<file path="src/rtl/i2c_baud_pkg.sv">
package i2c_baud_pkg;

    // Nanoseconds in one second, and the margin added to every SCL period.
    localparam int unsigned NS_PER_SEC = 1_000_000_000;
    localparam int unsigned TICK_PAD   = 100;

    typedef enum logic [2:0] {
        ST_IDLE,   // waiting for start
        ST_SCAN,   // testing one candidate per cycle
        ST_QDIV,   // dividing to get the rate of a newly accepted pair
        ST_TGO,    // launching the period division
        ST_TDIV    // waiting for the period division
    } bsearch_state_e;

    typedef struct packed {
        logic fits;   // candidate rate <= request
        logic beats;  // candidate rate > best so far
    } cand_verdict_t;

    // Full divide ratio between the input clock and SCL for a pair.
    function automatic int unsigned pair_ratio(input int unsigned n, input int unsigned m);
        return 10 * (m + 1) * (2 << n);
    endfunction

endpackage

</file>
<file path="src/rtl/i2c_baud_serdiv.sv">
module i2c_baud_serdiv #(
    parameter int W = 32
) (
    input  logic         clk,
    input  logic         rst,
    input  logic         go,
    input  logic [W-1:0] num,
    input  logic [W-1:0] den,
    output logic         done,
    output logic [W-1:0] quo
);
    localparam int CNT_W = $clog2(W) + 1;

    logic             active;
    logic [CNT_W-1:0] cnt;
    logic [W-1:0]     rem;
    logic [W-1:0]     den_q;
    logic [W:0]       trial;
    logic             ge;
    logic [W-1:0]     nxt_rem;
    logic [W-1:0]     nxt_quo;

    // Restoring division: one quotient bit per cycle, MSB first.
    always_comb begin
        trial   = {rem, quo[W-1]};
        ge      = (trial >= {1'b0, den_q});
        nxt_rem = ge ? W'(trial - {1'b0, den_q}) : trial[W-1:0];
        nxt_quo = {quo[W-2:0], ge};
    end

    always_ff @(posedge clk) begin
        if (rst) begin
            active <= 1'b0;
            done   <= 1'b0;
            cnt    <= '0;
            rem    <= '0;
            quo    <= '0;
            den_q  <= '0;
        end else begin
            done <= 1'b0;
            if (go) begin
                active <= 1'b1;
                cnt    <= '0;
                rem    <= '0;
                quo    <= num;
                den_q  <= den;
            end else if (active) begin
                rem <= nxt_rem;
                quo <= nxt_quo;
                cnt <= cnt + 1'b1;
                if (cnt == CNT_W'(W - 1)) begin
                    active <= 1'b0;
                    done   <= 1'b1;
                end
            end
        end
    end

endmodule

</file>
<file path="src/rtl/i2c_baud_cand.sv">
module i2c_baud_cand
    import i2c_baud_pkg::*;
#(
    parameter int          FREQ_W  = 32,
    parameter int          DIV_W   = 16,
    parameter int unsigned TCLK_HZ = 100_000_000
) (
    input  logic [DIV_W-1:0]  ratio,
    input  logic [FREQ_W-1:0] req,
    input  logic [FREQ_W-1:0] best,
    output cand_verdict_t     verdict
);
    localparam int PROD_W = FREQ_W + 1 + DIV_W;
    localparam logic [PROD_W-1:0] TCLK_P = PROD_W'(TCLK_HZ);

    logic [PROD_W-1:0] ratio_p;
    logic [PROD_W-1:0] req_lim;
    logic [PROD_W-1:0] best_lim;

    // floor(T/D) <= r  <=>  T < (r+1)*D ;  floor(T/D) > b  <=>  T >= (b+1)*D
    always_comb begin
        ratio_p       = PROD_W'(ratio);
        req_lim       = (PROD_W'(req) + 1'b1) * ratio_p;
        best_lim      = (PROD_W'(best) + 1'b1) * ratio_p;
        verdict.fits  = (TCLK_P < req_lim);
        verdict.beats = (TCLK_P >= best_lim);
    end

endmodule

</file>
<file path="src/rtl/i2c_baud_search.sv">
module i2c_baud_search
    import i2c_baud_pkg::*;
#(
    parameter int          FREQ_W   = 32,
    parameter int unsigned TCLK_HZ  = 100_000_000,
    parameter int          N_CNT    = 8,
    parameter int          M_CNT    = 16,
    parameter int unsigned FALLBACK = 'h44
) (
    input  logic                                   clk,
    input  logic                                   rst,
    input  logic                                   start,
    input  logic [FREQ_W-1:0]                      req_hz,
    output logic                                   busy,
    output logic                                   done,
    output logic [$clog2(M_CNT)+$clog2(N_CNT)-1:0] baud,
    output logic [FREQ_W-1:0]                      freq_hz,
    output logic [FREQ_W-1:0]                      tick_ns
);
    localparam int N_W    = $clog2(N_CNT);
    localparam int M_W    = $clog2(M_CNT);
    localparam int BAUD_W = M_W + N_W;
    localparam int DIV_W  = $clog2(10 * M_CNT * (2 ** N_CNT) + 1);
    localparam logic [BAUD_W-1:0] FB_CODE = BAUD_W'(FALLBACK);

    bsearch_state_e    state;
    logic [FREQ_W-1:0] req_q;
    logic [FREQ_W-1:0] best;
    logic [BAUD_W-1:0] best_code;
    logic              found;
    logic [N_W-1:0]    n_idx;
    logic [M_W-1:0]    m_idx;
    logic              last;
    logic [DIV_W-1:0]  ratio;
    cand_verdict_t     verdict;
    logic              accept;

    logic              div_go;
    logic [FREQ_W-1:0] div_num;
    logic [FREQ_W-1:0] div_den;
    logic              div_done;
    logic [FREQ_W-1:0] div_quo;

    always_comb begin
        ratio  = DIV_W'(pair_ratio(int'(n_idx), int'(m_idx)));
        last   = (n_idx == N_W'(N_CNT - 1)) && (m_idx == M_W'(M_CNT - 1));
        accept = (state == ST_SCAN) && verdict.fits && verdict.beats;
        div_go = accept || (state == ST_TGO);
        // The divider takes TCLK/ratio during the scan and 1e9/best for the period.
        div_num = (state == ST_SCAN) ? FREQ_W'(TCLK_HZ) : FREQ_W'(NS_PER_SEC);
        div_den = (state == ST_SCAN) ? FREQ_W'(ratio)   : best;
    end

    i2c_baud_cand #(
        .FREQ_W (FREQ_W),
        .DIV_W  (DIV_W),
        .TCLK_HZ(TCLK_HZ)
    ) u_cand (
        .ratio  (ratio),
        .req    (req_q),
        .best   (best),
        .verdict(verdict)
    );

    i2c_baud_serdiv #(
        .W(FREQ_W)
    ) u_div (
        .clk (clk),
        .rst (rst),
        .go  (div_go),
        .num (div_num),
        .den (div_den),
        .done(div_done),
        .quo (div_quo)
    );

    assign busy = (state != ST_IDLE);

    always_ff @(posedge clk) begin
        if (rst) begin
            state     <= ST_IDLE;
            req_q     <= '0;
            best      <= '0;
            best_code <= FB_CODE;
            found     <= 1'b0;
            n_idx     <= '0;
            m_idx     <= '0;
            done      <= 1'b0;
            baud      <= FB_CODE;
            freq_hz   <= '0;
            tick_ns   <= '0;
        end else begin
            done <= 1'b0;
            unique case (state)
                ST_IDLE: begin
                    if (start) begin
                        req_q <= req_hz;
                        best  <= '0;
                        found <= 1'b0;
                        n_idx <= '0;
                        m_idx <= '0;
                        state <= ST_SCAN;
                    end
                end
                ST_SCAN: begin
                    if (accept) begin
                        best_code <= {m_idx, n_idx};
                        state     <= ST_QDIV;
                    end else if (last) begin
                        if (found) begin
                            state <= ST_TGO;
                        end else begin
                            baud    <= FB_CODE;
                            freq_hz <= '0;
                            tick_ns <= '0;
                            done    <= 1'b1;
                            state   <= ST_IDLE;
                        end
                    end else begin
                        if (m_idx == M_W'(M_CNT - 1)) begin
                            m_idx <= '0;
                            n_idx <= n_idx + 1'b1;
                        end else begin
                            m_idx <= m_idx + 1'b1;
                        end
                    end
                end
                ST_QDIV: begin
                    if (div_done) begin
                        best  <= div_quo;
                        found <= 1'b1;
                        if (last) begin
                            state <= ST_TGO;
                        end else begin
                            if (m_idx == M_W'(M_CNT - 1)) begin
                                m_idx <= '0;
                                n_idx <= n_idx + 1'b1;
                            end else begin
                                m_idx <= m_idx + 1'b1;
                            end
                            state <= ST_SCAN;
                        end
                    end
                end
                ST_TGO: begin
                    state <= ST_TDIV;
                end
                ST_TDIV: begin
                    if (div_done) begin
                        baud    <= best_code;
                        freq_hz <= best;
                        tick_ns <= div_quo + FREQ_W'(TICK_PAD);
                        done    <= 1'b1;
                        state   <= ST_IDLE;
                    end
                end
                default: state <= ST_IDLE;
            endcase
        end
    end

endmodule

</file>
<file path="config.mk">
export PLATFORM = sky130hd
export DESIGN_NAME = i2c_baud_search
export DESIGN_NICKNAME = d
export VERILOG_FILES = /design/src/rtl/i2c_baud_pkg.sv /design/src/rtl/i2c_baud_serdiv.sv /design/src/rtl/i2c_baud_cand.sv /design/src/rtl/i2c_baud_search.sv
export SDC_FILE = /design/constraint.sdc
export NUM_CORES = 2
export LEC_CHECK = 0
export BUFFER_PORTS_ARGS = -buffer_cell sky130_fd_sc_hd__buf_2
export CORE_MARGIN = 2
export CORE_UTILIZATION = 55
export DETAILED_ROUTE_END_ITERATION = 16
export PLACE_DENSITY = 0.73
export SETUP_SLACK_MARGIN = 0.2
export SKIP_CTS_REPAIR_TIMING = 1
export SLEW_MARGIN = 30
export SYNTH_ARGS = -nofsm -noshare
export SYNTH_HDL_FRONTEND = slang
export SYNTH_SLANG_ARGS = --single-unit
</file>
<file path="constraint.sdc">
create_clock -name clk -period 26.1 [get_ports clk]
set_clock_uncertainty 0.2 [all_clocks]
set_input_delay 2.61 -clock clk [delete_from_list [all_inputs] [get_ports clk]]
set_output_delay 2.61 -clock clk [all_outputs]
set_load 0.01 [all_outputs]
</file>
==> summary.md <==
| Metric | Value |
|---|---|
| Status | completed |
| Top post-synthesis cells by count | inv_1 (1059), nand2_1 (782), fa_1 (777) |
| Number of nets in the layout | between 6k and 7k |
| Worst-margin pin slew | 1.06 ns |
| GRT Util Overall | 0.317 |
| First-pass DRT Iterations | 8 |
| Hold WS | approximately 0.26 ns |
| WL per Instance | about 20 µm |
| Setup tns final | 0 ns |
| Num CTS Buffers | 31 |
| Netlist Area Pre-Place | approximately 47000 µm² |
| Area grow syn2layout | 5.72% |
| Clock Power Share | 0.168 |
| Sequential share of the synthesized area | 0.111 |
| Worst Path Buf+Inv | 9 |
| Critical path required time | ~26 ns |
| CP most frequent cell | fa_1 |
| Startpoint types | flop |
| Final hold vios | 0 |
| RSZ-0062 raised after global routing | no |
| Most area-consuming cells after synthesis | fa_1 (33%), dfxtp_1 (11%), ha_1 (9.6%), inv_1 (8.5%), nand2_1 (6.3%) |
| Initial Util | 0.557 |
| Maximum VDD drop | roughly 160 µV |
| WP depth | 46 |
| Max Freq | between 0.05 and 0.06 GHz |
| Max Slew Vio Count | 0 |
| Flop2flop setup slack | 9.39 ns |
| Clk sink count | ~260 |
| Setup Crit Path Kind | flop to flop |
| Global-route wire length before repair | 219 mm |
| Initial antenna violation count | 1 |
| DRC | 0 |
| FF-to-FF path depth | 46 |
| Final Non-Filler Cells | about 7k |
| Asr flop ratio synth | 0 |
| FF+latch count, synth | 258 |
| Ys Warns | 0 |
| Tmin final | ~17 ns |
| Combinational power share | 0.641 |
| Final ANT Viol Nets | 0 |
| Area leader, netlist | fa_1 |
| CP endpoint kind | flop |
| Drt via density | roughly 5.7 |
| Syn nets | just under 7k |
| Leak | 22.6 nW |
| Vias in the first global route | ~40k |
| Slowest stage delay, CP | 0.70 ns |
| H-tree levels | 1 |
| DP HPWL | ~110 mm |
| Max Cap Viol | 0 |
| Flop pwr share | 0.191 |
| Reg2Reg Launch Point | m_idx[0] |
| Largest net degree at the start of global routing | 73 |
| # rows | about 110 |
| Dpl cells | just under 7k |
| Crit path to | u_div.den_q[12] |
| Post-Syn Instances | between 5k and 6k |
| Most used flip-flop cell after synthesis | dfxtp_1 |
| Worst hold stages | 2 |
| CP max-delay cell | dfxtp_1 |
| Worst-Skew Late Latency | ~0.63 ns |
| Fin crit share | 0.640 |
| Yosys top cell area share | 0.333 |
| Max Root-Sink Buffers | 3 |
| Total Power | about 2.7 mW |
| Net Sw Frac | 0.501 |
| Iteration-0 DRC Markers | 2791 |
| Most common cell in the netlist | inv_1 |
| GPL Wtd Cong | 0.956 |
| Vias | around 40k |
| Slew HR | 0.291 |
| GRT overflow | 0 |
| Yosys cell types | 89 |
| CTS clk-pin slew, worst paths | ~0.060 ns |
| Final setup viols | 0 |
| CTS root buf | clkbuf_16 |
| Number of flops mapped to enable cells by yosys | 0 |
| Final WL | ~130 mm |
| Port Buf Inserts | between 100 and 150 |
| NetSw | around 1.4 mW |
| CTS tree | yes |
| Min-Delay Path Class | flop to flop |
| Ports | 108 |
| Power Dens Cells | around 55 nW/µm² |
| Crit path max fanout | around 70 |
| Die Wd | roughly 300 µm |
| Internal power | approximately 1.4 mW |
| DIE HEIGHT | slightly below 300 µm |
| Family with the most delay on the worst path | adder cells |
| R2r endpoint | u_div.den_q[12] |
| Mean area per synthesized cell | about 8 µm² |
| Crit path from | m_idx[0] |
| Layout cells sized above 1 | 0.0560 |
| Post-layout util | 0.589 |
| Critical Path AT | about 17 ns |
| Core ar. | between 80000 and 90000 µm² |
| Fillers | 7610 |
| Die Footprint | slightly below 90000 µm² |
==> cells by family (layout without fill, tap and decap cells) <==
logic type                 count (synthesis)  after routing  synth area share
and+or+nand+nor                         1924           1924             0.177
adders and majority gates               1134           1134             0.429
muxes                                     65             65            0.0141
AOI/OAI and AO/OA                        804            804             0.115
buffers and inverters                   1339           1282             0.109
DFF                                      258            258             0.111
other                                      1              3         0.0000803
xor gates and xnor gates                 243            243            0.0456
==> state kept, by name, summed over array words and instances, names as in the netlist, 3 cells and up <==
signal       cells
baud             7
best            32
best_code        7
freq_hz         32
m_idx            4
n_idx            3
req_q           32
state            3
tick_ns         32
u_div.cnt        6
u_div.den_q     32
u_div.quo       32
u_div.rem       32
==> worst min path at each step <==
stage                       from    endpoint
CTS                   tick_ns[7]  tick_ns[7]
global placement      tick_ns[7]  tick_ns[7]
finish                  best[30]    best[30]
floorplan           u_div.cnt[5]  u_div.done
detailed placement    tick_ns[7]  tick_ns[7]
global route          tick_ns[7]  tick_ns[7]
==> power groups by stage <==
stage	logic (mW)	registers [mW]	clock network (mW)
6_report	1.75	0.523	0.459
5_1_grt	1.96	0.531	0.479
4_1_cts	1.75	0.521	0.465
3_5_place_dp	1.73	0.529	0
3_3_place_gp	1.71	0.527	0
2_1_floorplan	1.34	0.486	0
==> cells in the final DEF, fill, tap and decap left out, types with 15 or more instances in the layout <==
master / count
inv_1: 1059
nor2b_1: 24
o31ai_1: 17
xor2_1: 89
and3_1: 39
clkbuf_16: 31
nor3_1: 37
o21a_1: 32
o21bai_1: 17
a22o_1: 46
ha_1: 355
buf_2: 106
nor2_1: 687
a31oi_1: 23
o211ai_1: 29
o21ai_0: 102
nor4_1: 19
a21o_1: 55
o221ai_1: 15
xnor2_1: 131
mux2i_1: 57
nand4_1: 44
fa_1: 776
o21ai_1: 20
dfxtp_1: 257
a31o_2: 27
buf_4: 58
a211oi_1: 41
xnor2_2: 18
nand3_1: 131
nand2b_1: 36
nand2_1: 781
a21oi_1: 253
and2_1: 53
==> worst register-to-register path: cells and delay by family (launching register included) <==
family / cells / cell delay [ns]
mux: 1 / 0.14
fa+ha+maj: 15 / 6.84
buf+inv: 9 / 1.88
flops: 1 / 0.70
xor+xnor: 3 / 1.22
simple gates: 8 / 2.28
compound gates: 10 / 3.24
==> stage by stage <==
stage | instance area [µm²] | setup WS, ns
2_1_floorplan | 46700 | 12.57
3_3_place_gp | 48200 | 9.84
3_5_place_dp | 48200 | 9.52
4_1_cts | 49300 | 9.45
5_1_grt | 49400 | 8.35
6_report | 49400 | 9.39
==> routing by layer <==
metal,share of wire,wire length [µm],track usage,vias to the layer above
li1,-,-,-,18000
met1,0.40,53800,0.411,19400
met2,0.47,62900,0.523,1584
met3,0.085,11400,0.0603,286
met4,0.047,6300,0.127,0
met5,0,0,0,-
==> cell type report <==
type	count	area [µm²]	area share
Antenna cell	2	5.00	0.000101
Clock buffer	45	918	0.0186
Clock inverter	12	161	0.00327
Inverter	1060	3980	0.0806
Multi-Input combinational cell	4171	36700	0.744
Sequential cell	258	5170	0.105
Tap cell	1134	1420	0.0287
Timing Repair Buffer	165	993	0.0201
Power figures use the tool's default switching activity.
